**src/rtl/acc_cpu_pkg.sv**
```systemverilog
package acc_cpu_pkg;

   localparam int OPC_W = 3;

   typedef enum logic [OPC_W-1:0] {
      OP_LOAD  = 3'd0,
      OP_STORE = 3'd1,
      OP_ADD   = 3'd2,
      OP_SUB   = 3'd3,
      OP_AND   = 3'd4,
      OP_OR    = 3'd5,
      OP_JMP   = 3'd6,
      OP_SYS   = 3'd7
   } opcode_e;

   typedef enum logic [2:0] {
      ALU_PASS,
      ALU_ADD,
      ALU_SUB,
      ALU_AND,
      ALU_OR,
      ALU_INV
   } alu_op_e;

   typedef enum logic [3:0] {
      S_FMAR,
      S_FRD,
      S_FMBR,
      S_FIR,
      S_DEC,
      S_XMAR,
      S_XRD,
      S_XMBR,
      S_XWB,
      S_SMAR,
      S_SWR,
      S_BR,
      S_HALT
   } state_e;

   typedef struct packed {
      logic    mar_pc;
      logic    mar_ir;
      logic    mbr_mem;
      logic    mbr_acc;
      logic    ir_mbr;
      logic    pc_inc;
      logic    pc_load;
      logic    acc_load;
      alu_op_e alu_op;
   } ctl_t;

endpackage

```
**src/rtl/acc_cpu_alu.sv**
```systemverilog
module acc_cpu_alu
   import acc_cpu_pkg::*;
#(
   parameter int W           = 8,
   parameter bit SUB_VIA_ADD = 1'b1
) (
   input  alu_op_e        op,
   input  logic [W-1:0]   a,
   input  logic [W-1:0]   b,
   output logic [W-1:0]   y
);

   logic [W-1:0] sum;
   logic [W-1:0] diff;

   assign sum = a + b;

   generate
      if (SUB_VIA_ADD) begin : g_sub_add
         // two's complement: a + ~b + 1 shares the adder structure
         assign diff = a + (~b) + W'(1);
      end else begin : g_sub_direct
         assign diff = a - b;
      end
   endgenerate

   always_comb begin
      unique case (op)
         ALU_ADD:  y = sum;
         ALU_SUB:  y = diff;
         ALU_AND:  y = a & b;
         ALU_OR:   y = a | b;
         ALU_INV:  y = ~a;
         default:  y = b;
      endcase
   end

endmodule

```
**src/rtl/acc_cpu_ctrl.sv**
```systemverilog
module acc_cpu_ctrl
   import acc_cpu_pkg::*;
#(
   parameter int ADDR_W = 5
) (
   input  logic              clk,
   input  logic              rst,
   input  opcode_e           ir_op,
   input  logic [ADDR_W-1:0] ir_addr,
   input  logic              acc_zero,
   output ctl_t              ctl,
   output logic              mem_we,
   output logic              halted
);

   localparam logic [ADDR_W-1:0] ADDR_MAX = '1;

   state_e  st, nxt;
   alu_op_e exec_op;
   logic    addr_is_max;
   logic    addr_is_zero;

   assign addr_is_max  = (ir_addr == ADDR_MAX);
   assign addr_is_zero = (ir_addr == '0);

   always_comb begin
      unique case (ir_op)
         OP_ADD:  exec_op = ALU_ADD;
         OP_SUB:  exec_op = ALU_SUB;
         OP_AND:  exec_op = ALU_AND;
         OP_OR:   exec_op = addr_is_max ? ALU_INV : ALU_OR;
         default: exec_op = ALU_PASS;
      endcase
   end

   always_comb begin
      nxt        = st;
      ctl        = '0;
      ctl.alu_op = ALU_PASS;
      mem_we     = 1'b0;
      unique case (st)
         S_FMAR: begin
            ctl.mar_pc = 1'b1;
            nxt        = S_FRD;
         end
         S_FRD:  nxt = S_FMBR;
         S_FMBR: begin
            ctl.mbr_mem = 1'b1;
            nxt         = S_FIR;
         end
         S_FIR: begin
            ctl.ir_mbr = 1'b1;
            ctl.pc_inc = 1'b1;
            nxt        = S_DEC;
         end
         S_DEC: begin
            unique case (ir_op)
               OP_STORE: nxt = S_SMAR;
               OP_JMP:   nxt = S_BR;
               OP_SYS:   nxt = addr_is_zero ? S_HALT : S_BR;
               OP_OR:    nxt = addr_is_max ? S_XWB : S_XMAR;
               default:  nxt = S_XMAR;
            endcase
         end
         S_XMAR: begin
            ctl.mar_ir = 1'b1;
            nxt        = S_XRD;
         end
         S_XRD:  nxt = S_XMBR;
         S_XMBR: begin
            ctl.mbr_mem = 1'b1;
            nxt         = S_XWB;
         end
         S_XWB: begin
            ctl.acc_load = 1'b1;
            ctl.alu_op   = exec_op;
            nxt          = S_FMAR;
         end
         S_SMAR: begin
            ctl.mar_ir  = 1'b1;
            ctl.mbr_acc = 1'b1;
            nxt         = S_SWR;
         end
         S_SWR: begin
            mem_we = 1'b1;
            nxt    = S_FMAR;
         end
         S_BR: begin
            ctl.pc_load = (ir_op == OP_JMP) || acc_zero;
            nxt         = S_FMAR;
         end
         default: nxt = S_HALT;
      endcase
   end

   always_ff @(posedge clk) begin
      if (rst) st <= S_FMAR;
      else     st <= nxt;
   end

   assign halted = (st == S_HALT);

   assert_we_single_R4: assert property (@(posedge clk) disable iff (rst)
      mem_we |=> !mem_we);

   assert_halt_sticky_R10: assert property (@(posedge clk) disable iff (rst)
      halted |=> halted);

   assert_halt_no_write_R10: assert property (@(posedge clk) disable iff (rst)
      halted |-> !mem_we);

   assert_ctl_onehot_mar_R2: assert property (@(posedge clk) disable iff (rst)
      $onehot0({ctl.mar_pc, ctl.mar_ir}));

endmodule

```
**src/rtl/acc_cpu_path.sv**
```systemverilog
module acc_cpu_path
   import acc_cpu_pkg::*;
#(
   parameter int DATA_W = 8,
   parameter int ADDR_W = DATA_W - OPC_W
) (
   input  logic              clk,
   input  logic              rst,
   input  ctl_t              ctl,
   input  logic [DATA_W-1:0] mem_rdata,
   input  logic [DATA_W-1:0] alu_y,
   output logic [ADDR_W-1:0] mar,
   output logic [DATA_W-1:0] mbr,
   output logic [DATA_W-1:0] acc,
   output logic [ADDR_W-1:0] pc,
   output opcode_e           ir_op,
   output logic [ADDR_W-1:0] ir_addr
);

   logic [DATA_W-1:0] ir;

   assign ir_op   = opcode_e'(ir[DATA_W-1 -: OPC_W]);
   assign ir_addr = ir[ADDR_W-1:0];

   always_ff @(posedge clk) begin
      if (rst) begin
         pc  <= '0;
         acc <= '0;
         ir  <= '0;
         mar <= '0;
         mbr <= '0;
      end else begin
         if (ctl.mar_pc)       mar <= pc;
         else if (ctl.mar_ir)  mar <= ir_addr;

         if (ctl.mbr_mem)      mbr <= mem_rdata;
         else if (ctl.mbr_acc) mbr <= acc;

         if (ctl.ir_mbr)       ir <= mbr;

         if (ctl.pc_load)      pc <= ir_addr;
         else if (ctl.pc_inc)  pc <= pc + ADDR_W'(1);

         if (ctl.acc_load)     acc <= alu_y;
      end
   end

   assert_pc_step_R2: assert property (@(posedge clk) disable iff (rst)
      ctl.ir_mbr |=> (pc == ADDR_W'($past(pc) + ADDR_W'(1))));

   assert_ir_from_mbr_R2: assert property (@(posedge clk) disable iff (rst)
      ctl.ir_mbr |=> (ir == $past(mbr)));

   assert_acc_hold_R5: assert property (@(posedge clk) disable iff (rst)
      !ctl.acc_load |=> $stable(acc));

endmodule

```
**src/rtl/acc_cpu.sv**
```systemverilog
module acc_cpu
   import acc_cpu_pkg::*;
#(
   parameter int DATA_W      = 8,
   parameter bit SUB_VIA_ADD = 1'b1,
   localparam int ADDR_W     = DATA_W - OPC_W
) (
   input  logic              clk,
   input  logic              rst,
   output logic [ADDR_W-1:0] mem_addr,
   output logic [DATA_W-1:0] mem_wdata,
   output logic              mem_we,
   input  logic [DATA_W-1:0] mem_rdata,
   output logic [DATA_W-1:0] acc_q,
   output logic              halted
);

   initial begin
      assert_param_width: assert (DATA_W > OPC_W + 1)
         else $error("data width leaves no room for the address field");
   end

   ctl_t              ctl;
   opcode_e           ir_op;
   logic [ADDR_W-1:0] ir_addr;
   logic [ADDR_W-1:0] pc;
   logic [DATA_W-1:0] acc;
   logic [DATA_W-1:0] mbr;
   logic [DATA_W-1:0] alu_y;

   acc_cpu_ctrl #(.ADDR_W(ADDR_W)) u_ctrl (
      .clk      (clk),
      .rst      (rst),
      .ir_op    (ir_op),
      .ir_addr  (ir_addr),
      .acc_zero (acc == '0),
      .ctl      (ctl),
      .mem_we   (mem_we),
      .halted   (halted)
   );

   acc_cpu_path #(.DATA_W(DATA_W), .ADDR_W(ADDR_W)) u_path (
      .clk       (clk),
      .rst       (rst),
      .ctl       (ctl),
      .mem_rdata (mem_rdata),
      .alu_y     (alu_y),
      .mar       (mem_addr),
      .mbr       (mbr),
      .acc       (acc),
      .pc        (pc),
      .ir_op     (ir_op),
      .ir_addr   (ir_addr)
   );

   acc_cpu_alu #(.W(DATA_W), .SUB_VIA_ADD(SUB_VIA_ADD)) u_alu (
      .op (ctl.alu_op),
      .a  (acc),
      .b  (mbr),
      .y  (alu_y)
   );

   assign mem_wdata = mbr;
   assign acc_q     = acc;

   assert_store_data_R4: assert property (@(posedge clk) disable iff (rst)
      mem_we |-> (mem_wdata == acc));

   assert_halt_freeze_R10: assert property (@(posedge clk) disable iff (rst)
      halted |=> ($stable(acc) && $stable(pc)));

endmodule

```
**config.mk**
```make
export PLATFORM = sky130hd
export DESIGN_NAME = acc_cpu
export DESIGN_NICKNAME = d
export VERILOG_FILES = /design/src/rtl/acc_cpu_pkg.sv /design/src/rtl/acc_cpu_alu.sv /design/src/rtl/acc_cpu_ctrl.sv /design/src/rtl/acc_cpu_path.sv /design/src/rtl/acc_cpu.sv
export SDC_FILE = /design/constraint.sdc
export NUM_CORES = 1
export LEC_CHECK = 0
export ABC_CLOCK_PERIOD_IN_PS = 3300
export BUFFER_PORTS_ARGS = -buffer_cell sky130_fd_sc_hd__buf_4
export CORE_UTILIZATION = 60
export CTS_BUF_LIST = sky130_fd_sc_hd__clkbuf_8
export CTS_CLUSTER_DIAMETER = 30
export DETAILED_ROUTE_END_ITERATION = 8
export PLACE_DENSITY = 0.86
export SLEW_MARGIN = 20
export SYNTH_ARGS = -nofsm -noshare
export SYNTH_HDL_FRONTEND = slang
export SYNTH_SLANG_ARGS = --single-unit
```
**constraint.sdc**
```tcl
create_clock -name clk -period 3.3 [get_ports clk]
set_input_delay 0.33 -clock clk [delete_from_list [all_inputs] [get_ports clk]]
set_output_delay 0.33 -clock clk [all_outputs]
set_load 0.05 [all_outputs]
```
======== Word level (Yosys, flattened, before mapping) ========
Index checks and enable logic that the tools add are counted.
storage, ports and cells
  register bits ........................... 38
  latch bits .............................. 0
  RAM bits ................................ 0
  memory bits (read-only) ................. 0
  output and inout bits ................... 23
  memories kept ........................... 0
operators by class
  add/sub/neg operators ................... 4
  multipliers ............................. 0
  divide/modulo/power cells ............... 0
  $lt $le $gt $ge ......................... 0
  equality and inequality tests ........... 25
  shift operators ......................... 0
  mux-type cells .......................... 21
  bitwise gates (word level) .............. 4
  reduce and logical (&&, ||, !) cells .... 10
operators by type and width
  kind                                                                   count
  4-bit one-hot mux with 10 select lines                                 1
  8-bit one-hot mux with 5 select lines                                  1
  4-bit equality test, second input constant                             5
  5-bit two-way mux                                                      4
  3-bit equality test, second input constant                             6
  8-bit adder                                                            2
  4-bit by 3-bit equality test with 1-bit output, second input constant  4
  8-bit two-way mux                                                      2
  8-bit inverter                                                         2
  4-bit one-hot mux with 4 select lines                                  1
  3-bit by 2-bit equality test with 1-bit output, second input constant  4
  3-bit one-hot mux with 4 select lines                                  1
  8-bit by 1-bit adder with 8-bit output, second input constant          1
  8-bit bitwise AND                                                      1
  4-bit by 2-bit equality test with 1-bit output, second input constant  2
  8-bit logical NOT                                                      1
  4-bit two-way mux                                                      2
  8-bit OR                                                               1
  1-bit two-way mux                                                      7
  3-bit by 1-bit equality test with 1-bit output, second input constant  2
  2-bit nonzero test                                                     3
  5-bit by 1-bit adder with 5-bit output, second input constant          1
  5-bit equality test, second input constant                             1
  5-bit logical NOT                                                      1
  7 further kinds                                                        8

======== Longest topological paths before layout ========
Gate-level depths: netlist (run 1).
  depth in word-level cells ............... 6
  mapped depth ............................ 10
  mapped depth without buffers ............ 10

======== Modules after synthesis ========
A second synthesis (run 1) with hierarchy kept.
unflattened totals
  cells, all modules ...................... 383
  area total of the unflattened synthesis .. 3,125.5 µm²
modules (own cells, without submodules)
  module        times used  cells an instance  area each (µm²)
  acc_cpu_path  1           137                1,463.9
  acc_cpu_alu   1           174                1,183.6
  acc_cpu_ctrl  1           69                 459.2
  acc_cpu       1           3                  18.8

======== Worst setup path after synthesis (run 1) ========
No wires, ideal clock.
  path kind ............................... register -> register
  start point ............................. reg u_path.mbr[1]
  end point ............................... reg u_path.acc[4]
  setup time .............................. 0.134 ns
  arrival time ............................ 2.329 ns
  required time ........................... 3.166 ns
  slack ................................... 0.836 ns
  stages on the path, launching flop included .. 9
  path buffers ............................ 0
  cells stage by stage .................... dfxtp_1 -> inv_1 -> fa_1 -> nor2b_1 -> o31ai_1 -> xnor2_1 -> o32ai_1 -> a211oi_1 -> o32ai_1
on the way
  longest elaborated chain between the ends .. 4
  elaborated cells between the ends (all ways) .. 5
  classes of those cells .................. 3 x add/sub; 1 x mux; 1 x bitwise
ends and longest elaborated chain
  what                                     RTL line            text
  start: declaration                       acc_cpu_path.sv:13  output logic [DATA_W-1:0] mbr,
  start signal: assignment                 acc_cpu_path.sv:36  if (ctl.mbr_mem) mbr <= mem_rdata;
  8-bit inverter                           acc_cpu_alu.sv:21   assign diff = a + (~b) + W'(1);
  8-bit adder                              acc_cpu_alu.sv:21
  8-bit by 1-bit adder with 8-bit output   acc_cpu_alu.sv:21
  8-bit one-hot mux with 5 select lines *  acc_cpu_alu.sv:28   unique case (op)
  end signal: assignment                   acc_cpu_path.sv:44  if (ctl.acc_load) acc <= alu_y;
  end: declaration                         acc_cpu_path.sv:14  output logic [DATA_W-1:0] acc,
Every way passes the cells marked *; elsewhere a longest branch is shown, timed or not.
A chain may end at the register's enable or synchronous reset.

======== Final worst setup path (run 1) ========
  start point ............................. reg u_path.mbr[1]
  end point ............................... reg u_path.acc[5]
Same word-level chain as after synthesis.

==> key figures, run 1 <==
Yosys
  • Mapped Cells: about 370
  • Yosys warnings: 0
  • Yosys top cell area share: approximately a quarter
  • Synth cell count leaders: a21oi_1, nand2_1, dfxtp_1
  • Area leader, netlist: dfxtp_1
  • Top_reg_cell synth: dfxtp_1
  • EDFF count, synth: 0
  • Seq/Total Area, Yosys: between 20% and 30%
  • Top post-synthesis cells by area: dfxtp_1, ha_1, a21oi_1
  • Register bit total from synthesis: 38
  • Top-count cell post-synth: a21oi_1
  • Synth Net Count: about 410
  • Mapped Avg Cell Area: 7.86 um2
  • Synth Cell Area: 2920 um2
  • Netlist cell types: 57
  • Ys async rst share: 0%

Worst setup path
  • Req. time, crit path: between 3000 and 4000 ps
  • CP arrival: 2680 ps
  • Critical path type: flip-flop to flip-flop
  • Slowest library cell on the worst path: dfxtp_1
  • CP endpoint kind: flip-flop
  • Crit start category: flip-flop
  • Crit-path cells: inv_1, ha_1, a211oi_1, o21ai_0, o211a_1, or3_1, a21oi_1, o31ai_1
  • Worst path max stage delay: around 540 ps
  • WP buf/inv: 1
  • CP Max Fanout: 7
  • Crit-path leading delay family: compound AO/OA/AOI/OAI gates

Routing
  • Total wire length: 7500 um
  • Wire length per cell: 16.8 um
  • Final ANT Viol Nets: 0
  • Pre-Repair DR Iteration Count: 5
  • DR vias: 2,881
  • Starting DRT DRC Count: between 200 and 250
  • DRC errors left: 0
  • Vias/cell: roughly 6.4

Clocking
  • H-tree depth: 2
  • Cts bufs inserted: 5
  • Clock root buffer master: clkbuf_8
  • CTS tree: done
  • Reg clk slew, reported paths: approximately 80 ps
  • Post-CTS Setup Bufs: 0
  • Clk_lat worst skew: around 300 ps
  • Clk buf depth: 2
  • Sink Count: 38
  • Post_cts resized: 0
  • Hold Buf Count CTS: 0

Timing
  • Final Setup Violations: 0
  • Max Freq: 401 MHz
  • Tmin final: 2490 ps
  • Tcrit/Tclk final: approximately three quarters
  • Hold Slack: 308 ps
  • Slew Limit Headroom: 43.0%
  • Setup TNS: 0 ps
  • RSZ-0062 raised after global routing: false
  • Max-slew violation count: 0
  • Worst Skew: a little under 7 ps
  • Final Hold Vio Count: 0
  • Worst-Margin Slew: between 800 and 900 ps

Placed design
  • Port Buffers: 32
  • Gpl congestion: a little under 1
  • DP HPWL: 5170 um

Finish
  • Ratio of cells with drive above 1 in the final layout: between 10 and 15%
  • Area growth syn-to-layout: 12.3%
  • Multi-input logic area: 1960 um2
  • N_diodes: 0
  • Nets: roughly 430
  • Fillers: 371
  • Register area: roughly 760 um2

Power
  • Worst vdd ir: roughly 0.00033 V
  • Clock power share: roughly two fifths
  • PwrDens: between 300 and 400 nW/um2
  • Sequential power share: 42.7%
  • Internal: about 850 uW
  • Net Switching: 330 uW
  • Switch share: between 20% and 30%
  • LEAKAGE: between 1 and 1.5 nW
  • Combinational Power Share: between 10% and 20%

Floorplanning
  • Initial Util: between 60% and 70%
  • Die Height: 71.7 um
  • Num rows: 25
  • Area of the die: between 5000 and 6000 um2
  • Core area: 4690 um2
  • Die W: 71.7 um
  • # IOs: 33

Global routing
  • Global-route wire length before repair: about 12,000 um
  • Pin count of the biggest net entering global routing: 39
  • GRT Resource Usage Total: between 20 and 30%
  • Grt total ovfl: 0
  • Vias in the first global route: about 2,500
  • Antenna violations before repair: 0

Worst hold path
  • Hold crit path type: input pin to flip-flop

Flow run
  • MaxCap Viol Count: 0

Run status
  • Status: finished clean
tightest hold or removal path: cells and delay by family:
family / cells / cell delay (ps)
buffers and inverters: 1 / 80
AOI/OAI and AO/OA: 2 / 160
registers in the layout (all words and copies together) (netlist names):
signal,flops
u_path.acc,8
u_ctrl.st,4
u_path.mbr,8
u_path.ir,8
u_path.mar,5
u_path.pc,5
power by group through the flow:
stage,Clock (mW),Sequential [mW],Combinational (mW)
floorplan,0,0.537,0.110
global placement,0,0.511,0.183
detailed placement,0,0.512,0.186
CTS,0.487,0.501,0.187
global route,0.506,0.505,0.204
finish,0.485,0.502,0.189
metal layers:
layer / GRT usage (%) / routed length [um] / vias to the layer above
li1: - / - / 1372
met1: 43.4 / 3320 / 1296
met2: 43.5 / 3240 / 184
met3: 4.78 / 726 / 29
met4: 11.1 / 211 / 0
met5: 0 / 0 / -
final timing paths:
kind | start | end | depth (start not counted) | slack, ps
min | mem_rdata[0] | u_path.mbr[0] | 3 | 310
max | u_path.mbr[1] | u_path.acc[5] | 8 | 810
min reg2reg | u_path.mar[1] | u_path.mar[1] | 2 | 510
max reg2reg | u_path.mbr[1] | u_path.acc[5] | 8 | 810
per-stage QoR:
| step | area [um2] | worst slack (ps) | cells | total power [mW] | util, % |
|---|---|---|---|---|---|
| global route | 3280 | 673 | 447 | 1.21 | 69.8 |
| CTS | 3280 | 838 | 447 | 1.18 | 69.8 |
| detailed placement | 3140 | 865 | 439 | 0.697 | 66.9 |
| floorplan | 2920 | 836 | 371 | 0.647 | - |
| finish | 3280 | 805 | 447 | 1.18 | 69.8 |
| global placement | 3140 | 845 | 439 | 0.694 | 66.9 |
area by class of cell:
| cell class | count | area share, % |
|---|---|---|
| Multi-Input combinational cell | 289 | 59.9 |
| Sequential cell | 38 | 23.2 |
| Timing Repair Buffer | 35 | 8.02 |
| Inverter | 23 | 2.63 |
| Clock buffer | 5 | 2.10 |
| Clock inverter | 3 | 2.10 |
| Tap cell | 54 | 2.06 |
cell families after synthesis:
kind of cell / synth area share [%]
xor gates and xnor gates: 3.00
buffers and inverters: 6.69
muxes: 3.47
DFF: 26.1
AOI/OAI and AO/OA: 27.4
and+or+nand+nor: 21.7
adders and majority gates: 11.7
cells in the final DEF, fill, tap and decap left out, drive strengths merged, types with 3 or more instances in the layout:
cell type	instances
a21oi	43
nand2	42
dfxtp	38
buf	35
ha	24
nor2	24
inv	23
nor3	19
o21ai	18
a211oi	10
mux2i	9
a22oi	8
nor2b	7
o31ai	7
xnor2	6
nor4	6
nand2b	5
clkbuf	5
xor2	4
a31oi	4
nand3	4
a21o	4
nor3b	4
o21bai	3
o22ai	3
and2	3
Note: power is estimated with default switching activity, not from simulation.
==> run 2, diff against run 1 <==
--- a/config.mk
+++ b/config.mk
@@ -5,7 +5,7 @@
 export SDC_FILE = /design/constraint.sdc
 export NUM_CORES = 1
 export LEC_CHECK = 0
-export ABC_CLOCK_PERIOD_IN_PS = 3300
+export ABC_CLOCK_PERIOD_IN_PS = 2500
 export BUFFER_PORTS_ARGS = -buffer_cell sky130_fd_sc_hd__buf_4
 export CORE_UTILIZATION = 60
 export CTS_BUF_LIST = sky130_fd_sc_hd__clkbuf_8
==> constraint.sdc (replaced) <==
create_clock -name clk -period 2.5 [get_ports clk]
set_input_delay 0.25 -clock clk [delete_from_list [all_inputs] [get_ports clk]]
set_output_delay 0.25 -clock clk [all_outputs]
set_load 0.05 [all_outputs]
==> key figures, run 2 (synthesized netlist as in run 1, its figures left out) <==
Run status
  • Status: finished clean

Clocking
  • Post_cts resized: 0 (unchanged)
  • Post-CTS Setup Bufs: 0 (unchanged)
  • Sink Count: 38 (unchanged)
  • Clk buf depth: 2 (unchanged)
  • Clk_lat worst skew: 300 ps (about the same)
  • CTS tree: done
  • Cts bufs inserted: 5 (unchanged)
  • Hold Buf Count CTS: 0 (unchanged)
  • Reg clk slew, reported paths: 80 ps (about the same)
  • H-tree depth: 2 (unchanged)
  • Clock root buffer master: clkbuf_8

Routing
  • Vias/cell: 6.50 (+0.82%)
  • Starting DRT DRC Count: 273 (+11%)
  • Final ANT Viol Nets: 0 (unchanged)
  • Pre-Repair DR Iteration Count: 5 (unchanged)
  • DRC errors left: 0 (unchanged)
  • Wire length per cell: 17.9 um (+6.5%)
  • DR vias: 2,989 (+3.7%)
  • Total wire length: 8220 um (+9.6%)

Timing
  • Worst Skew: 4.57 ps (-2.18 ps)
  • Setup TNS: 0 ps (unchanged)
  • Worst-Margin Slew: 746 ps (-103 ps)
  • Slew Limit Headroom: 49.9% (+6.9 points)
  • Max-slew violation count: 0 (unchanged)
  • Tcrit/Tclk final: 96.1% (+21 points)
  • RSZ-0062 raised after global routing: false
  • Final Hold Vio Count: 0 (unchanged)
  • Tmin final: 2400 ps (-91.3 ps)
  • Final Setup Violations: 0 (unchanged)
  • Max Freq: 416 MHz (+3.8%)

Finish
  • Commonest non-fill, non-tap cell in the layout: buf_4
  • Nets: 441 (+3.0%)
  • Multi-input logic area: 1960 um2 (unchanged)
  • Top flop regs: u_path.acc (8), u_path.ir (8), u_path.mbr (8)
  • Fin cells: 460 (+2.9%)
  • N_diodes: 0 (unchanged)
  • Fillers: 371 (unchanged)
  • Register area: 761 um2 (unchanged)
  • Most frequent cells in the layout: buf_4, a21oi_1, nand2_1, dfxtp_1, ha_1
  • Area growth syn-to-layout: 15.7%
  • Ratio of cells with drive above 1 in the final layout: 16.5% (+2.8 points)

Floorplanning
  • Die Height: 71.7 um (unchanged)
  • Num rows: 25 (unchanged)
  • Initial Util: 62.2% (unchanged)
  • # IOs: 33 (unchanged)
  • Die W: 71.7 um (unchanged)
  • Core area: 4690 um2 (unchanged)
  • Area of the die: 5150 um2 (unchanged)

Worst setup path
  • CP endpoint kind: flip-flop
  • Worst Setup SP: u_path.mbr[0]
  • CP arrival: 2580 ps (-100 ps)
  • CP Max Fanout: 7 (unchanged)
  • Req. time, crit path: 2680 ps (-800 ps)
  • Crit start category: flip-flop
  • Cell count of the worst reg-to-reg path: 9 (+1)
  • R2R Path Start: u_path.mbr[0]
  • Critical path type: flip-flop to flip-flop

Global routing
  • Grt met1 use: 45.2% (+1.7 points)
  • Pin count of the biggest net entering global routing: 39 (unchanged)
  • Grt total ovfl: 0 (unchanged)
  • Vias in the first global route: 2,654 (+4.7%)
  • Met2 GRT Util: 52.4% (+8.9 points)
  • Met3 Track Usage GR: 5.77% (+0.98 points)
  • Antenna violations before repair: 0 (unchanged)
  • Global-route wire length before repair: 13,200 um (+9.9%)
  • GRT Resource Usage Total: 32.9% (+3.3 points)
  • Busiest grt layer: met2

Power
  • PwrDens: 468 nW/um2 (+30%)
  • Combinational Power Share: 17.6% (+1.6 points)
  • Clock power share: 41.7% (+0.4 points)
  • LEAKAGE: 1.36 nW (+5.4%)
  • Net Switching: 453 uW (+37%)
  • Switch share: 28.7% (+0.65 points)
  • Sequential power share: 40.7% (-2.0 points)
  • Internal: 1.12 mW (+33%)
  • Worst vdd ir: 0.000376 V (+15%)

Placed design
  • Placed Cells: 452 (+3.0%)
  • Port Buffers: 32 (unchanged)
  • Gpl congestion: 1.07 (+11%)
  • DP HPWL: 5660 um (+9.4%)

Worst hold path
  • Hold_sp: mem_rdata[5]
  • Hold crit path type: input pin to flip-flop
  • Worst Hold Depth: 3 (unchanged)

Flow run
  • MaxCap Viol Count: 0 (unchanged)
-- run 2: cell types whose count changed in the layout (fill, tap and decap cells not counted), sizes merged --
cell	change
buf	+13
-- run 2: worst paths after layout --
path	end	slack (ps)
setup / recovery	u_path.acc[4]	100
hold / removal	u_path.mbr[5]	220
setup reg to reg	u_path.acc[4]	100
hold reg to reg	u_path.mar[0]	500
-- run 2: power groups by stage --
| stage | registers [mW] | logic [mW] | clock network [mW] |
|---|---|---|---|
| finish | 0.642 | 0.278 | 0.658 |
| global route | 0.644 | 0.298 | 0.683 |
| CTS | 0.641 | 0.276 | 0.657 |
| detailed placement | 0.656 | 0.275 | 0 |
| global placement | 0.654 | 0.270 | 0 |
| floorplan | 0.709 | 0.145 | 0 |
-- run 2: layout make-up --
class,instances,share of cell area [%]
Multi-Input combinational cell,289,58.1
Sequential cell,38,22.5
Timing Repair Buffer,48,10.7
Inverter,23,2.56
Clock buffer,5,2.04
Clock inverter,3,2.04
Tap cell,54,2.00
-- run 2: per-stage QoR --
| stage | hold WS (ps) | area (um2) | util, % | power (mW) | worst slack, ps |
|---|---|---|---|---|---|
| after floorplan | 434 | 2920 | - | 0.854 | 36.3 |
| after global placement | 473 | 3240 | 69.0 | 0.924 | 287 |
| after detailed placement | 486 | 3240 | 69.0 | 0.930 | 192 |
| after CTS | 219 | 3370 | 71.9 | 1.57 | 177 |
| after global routing | 241 | 3370 | 71.9 | 1.63 | 14.2 |
| final | 219 | 3370 | 71.9 | 1.58 | 96.6 |
-- run 2: critical path, stage by stage (launching register included) --
cell and delay (ps):
dfxtp_1 480, ha_1 230, inv_1 60, fa_1 390, nor2b_1 150, o31ai_1 370, xnor2_1 180, o32ai_1 90
a211oi_1 210, o32ai_1 130
-- run 2: layer usage --
layer,vias to the layer above,part of all wire (%)
met5,-,0
met3,18,8.7
li1,1411,-
met4,0,1.7
met2,149,46
met1,1411,43
==> run 3, diff against run 2 <==
--- a/config.mk
+++ b/config.mk
@@ -12,6 +12,7 @@
 export CTS_CLUSTER_DIAMETER = 30
 export DETAILED_ROUTE_END_ITERATION = 8
 export PLACE_DENSITY = 0.86
+export REMOVE_ABC_BUFFERS = 1
 export SLEW_MARGIN = 20
 export SYNTH_ARGS = -nofsm -noshare
 export SYNTH_HDL_FRONTEND = slang
==> key figures, run 3 (synthesized netlist as in run 1, its figures left out) <==
Timing
  • Max Freq: 419 MHz (+0.81%)
  • Tcrit/Tclk final: 95.4% (-0.77 points)
  • Slew Limit Headroom: 43.7% (-6.2 points)
  • Setup TNS: 0 ps (unchanged)
  • Worst-Margin Slew: 838 ps (+92.3 ps)
  • Hold Slack: 226 ps (+7.11 ps)
  • Max-slew violation count: 0 (unchanged)
  • Tmin final: 2380 ps (-19.3 ps)
  • Worst Skew: 10.2 ps (+5.67 ps)
  • Final Hold Vio Count: 0 (unchanged)
  • Setup ws final: 116 ps (+19.3 ps)
  • Final Setup Violations: 0 (unchanged)
  • RSZ-0062 raised after global routing: false

Finish
  • Commonest non-fill, non-tap cell in the layout: buf_4
  • Area growth syn-to-layout: 14.3%
  • Ratio of cells with drive above 1 in the final layout: 16.7% (+0.25 points)
  • Final Cell Area: 3330 um2 (-1.2%)
  • Most frequent cells in the layout: buf_4, a21oi_1, nand2_1, dfxtp_1
  • Post-Route Utilization: 71.1% (-0.85 points)
  • Nets: 441 (unchanged)
  • Fin cells: 460 (unchanged)
  • N_diodes: 0 (unchanged)
  • Top flop regs: u_path.acc (8), u_path.ir (8), u_path.mbr (8)

Floorplanning
  • # IOs: 33 (unchanged)
  • Die Height: 71.7 um (unchanged)
  • Num rows: 25 (unchanged)
  • Area of the die: 5150 um2 (unchanged)
  • Core area: 4690 um2 (unchanged)
  • Initial Util: 62.2% (unchanged)
  • Die W: 71.7 um (unchanged)

Global routing
  • Grt total ovfl: 0 (unchanged)
  • Antenna violations before repair: 0 (unchanged)
  • GRT Resource Usage Total: 33.5% (+0.62 points)
  • Vias in the first global route: 2,817 (+6.1%)
  • Global-route wire length before repair: 13,500 um (+2.2%)
  • Pin count of the biggest net entering global routing: 39 (unchanged)

Worst setup path
  • CP Max Fanout: 7 (unchanged)
  • Critical path type: flip-flop to flip-flop
  • Cell count of the worst reg-to-reg path: 10 (+1)
  • Crit start category: flip-flop
  • R2R Path Start: u_path.acc[0]
  • Slack of the worst reg-to-reg path: 120 ps (+20 ps)
  • Req. time, crit path: 2670 ps (about the same)
  • Reg2reg end: u_path.acc[4]
  • CP endpoint kind: flip-flop
  • CP arrival: 2560 ps (-20 ps)

Clocking
  • Reg clk slew, reported paths: 80 ps (about the same)
  • Cts bufs inserted: 5 (unchanged)
  • Post_cts resized: 0 (unchanged)
  • Clk buf depth: 2 (unchanged)
  • Sink Count: 38 (unchanged)
  • Clk_lat worst skew: 300 ps (about the same)
  • H-tree depth: 2 (unchanged)
  • Hold Buf Count CTS: 0 (unchanged)
  • CTS tree: done
  • Post-CTS Setup Bufs: 0 (unchanged)
  • Clock root buffer master: clkbuf_8

Power
  • Clock power share: 33.1% (-8.6 points)
  • Net Switching: 434 uW (-4.1%)
  • Sequential power share: 46.6% (+5.9 points)
  • LEAKAGE: 1.33 nW (-1.6%)
  • PwrDens: 414 nW/um2 (-11%)
  • Tot Pwr: 1.38 mW (-12%)
  • Switch share: 31.5% (+2.7 points)
  • Worst vdd ir: 0.000284 V (-24%)
  • Combinational Power Share: 20.3% (+2.7 points)
  • Internal: 947 uW (-16%)

Worst hold path
  • Hold_sp: mem_rdata[3]
  • Worst Hold Depth: 3 (unchanged)
  • WHS Endpoint: u_path.mbr[3]
  • Hold crit path type: input pin to flip-flop

Routing
  • Total wire length: 8370 um (+1.8%)
  • Wire length on met3: 868 um (+22%)
  • Vias/cell: 6.72 (+3.4%)
  • M1 wire length: 3340 um (-6.5%)
  • Wire length per cell: 18.2 um (+1.8%)
  • DRC errors left: 0 (unchanged)
  • DR vias: 3,091 (+3.4%)
  • Pre-Repair DR Iteration Count: 5 (unchanged)
  • Starting DRT DRC Count: 204 (-25%)
  • Met2 wire len: 3820 um (+0.55%)
  • Final ANT Viol Nets: 0 (unchanged)
  • Top layer in use: met4

Run status
  • Status: finished clean

Placed design
  • Gpl congestion: 0.997 (-6.5%)
  • DP HPWL: 5840 um (+3.2%)
  • DP Worst Slack: 187 ps (-4.47 ps)
  • Port Buffers: 32 (unchanged)
  • DP Area: 3240 um2 (unchanged)
  • Placed Cells: 452 (unchanged)

Flow run
  • MaxCap Viol Count: 0 (unchanged)
## run 3: how the worst max path moves through the flow
stage	end	depth (start not counted)	start	slack (ps)
after floorplan	u_path.acc[4]	8	u_path.mbr[1]	40
after global placement	u_path.acc[4]	10	u_path.acc[0]	270
after detailed placement	u_path.acc[4]	10	u_path.acc[0]	190
after CTS	u_path.acc[4]	10	u_path.acc[0]	180
after global routing	u_path.acc[4]	10	u_path.acc[0]	30
final	u_path.acc[4]	10	u_path.acc[0]	120
## run 3: power by group through the flow
stage               logic [mW]  registers [mW]  clock network, mW
CTS                      0.276           0.643              0.461
global route             0.299           0.646              0.488
finish                   0.280           0.643              0.458
floorplan                0.120           0.717                  0
detailed placement       0.275           0.657                  0
global placement         0.267           0.655                  0
## run 3: layout make-up
class                           count  area (um2)
Clock buffer                        6        82.6
Clock inverter                      2        12.5
Fill cell                         385        1360
Inverter                           23        86.3
Multi-Input combinational cell    289        1960
Sequential cell                    38         761
Tap cell                           54        67.6
Timing Repair Buffer               48         360
## run 3: per-layer routing
metal / GRT usage, % / vias to the layer above
met4: 16.1 / 0
met2: 53.4 / 215
met1: 43.2 / 1423
li1: - / 1402
met5: 0 / -
met3: 7.03 / 51
## run 3: critical path, cell delays in order, from the launching register on
cell and delay (ps):
dfxtp_1 380, inv_1 100, ha_1 160, inv_1 50
fa_1 400, nor2b_1 160, o31ai_1 390, xnor2_1 200
o32ai_1 110, a211oi_1 190, o32ai_1 120
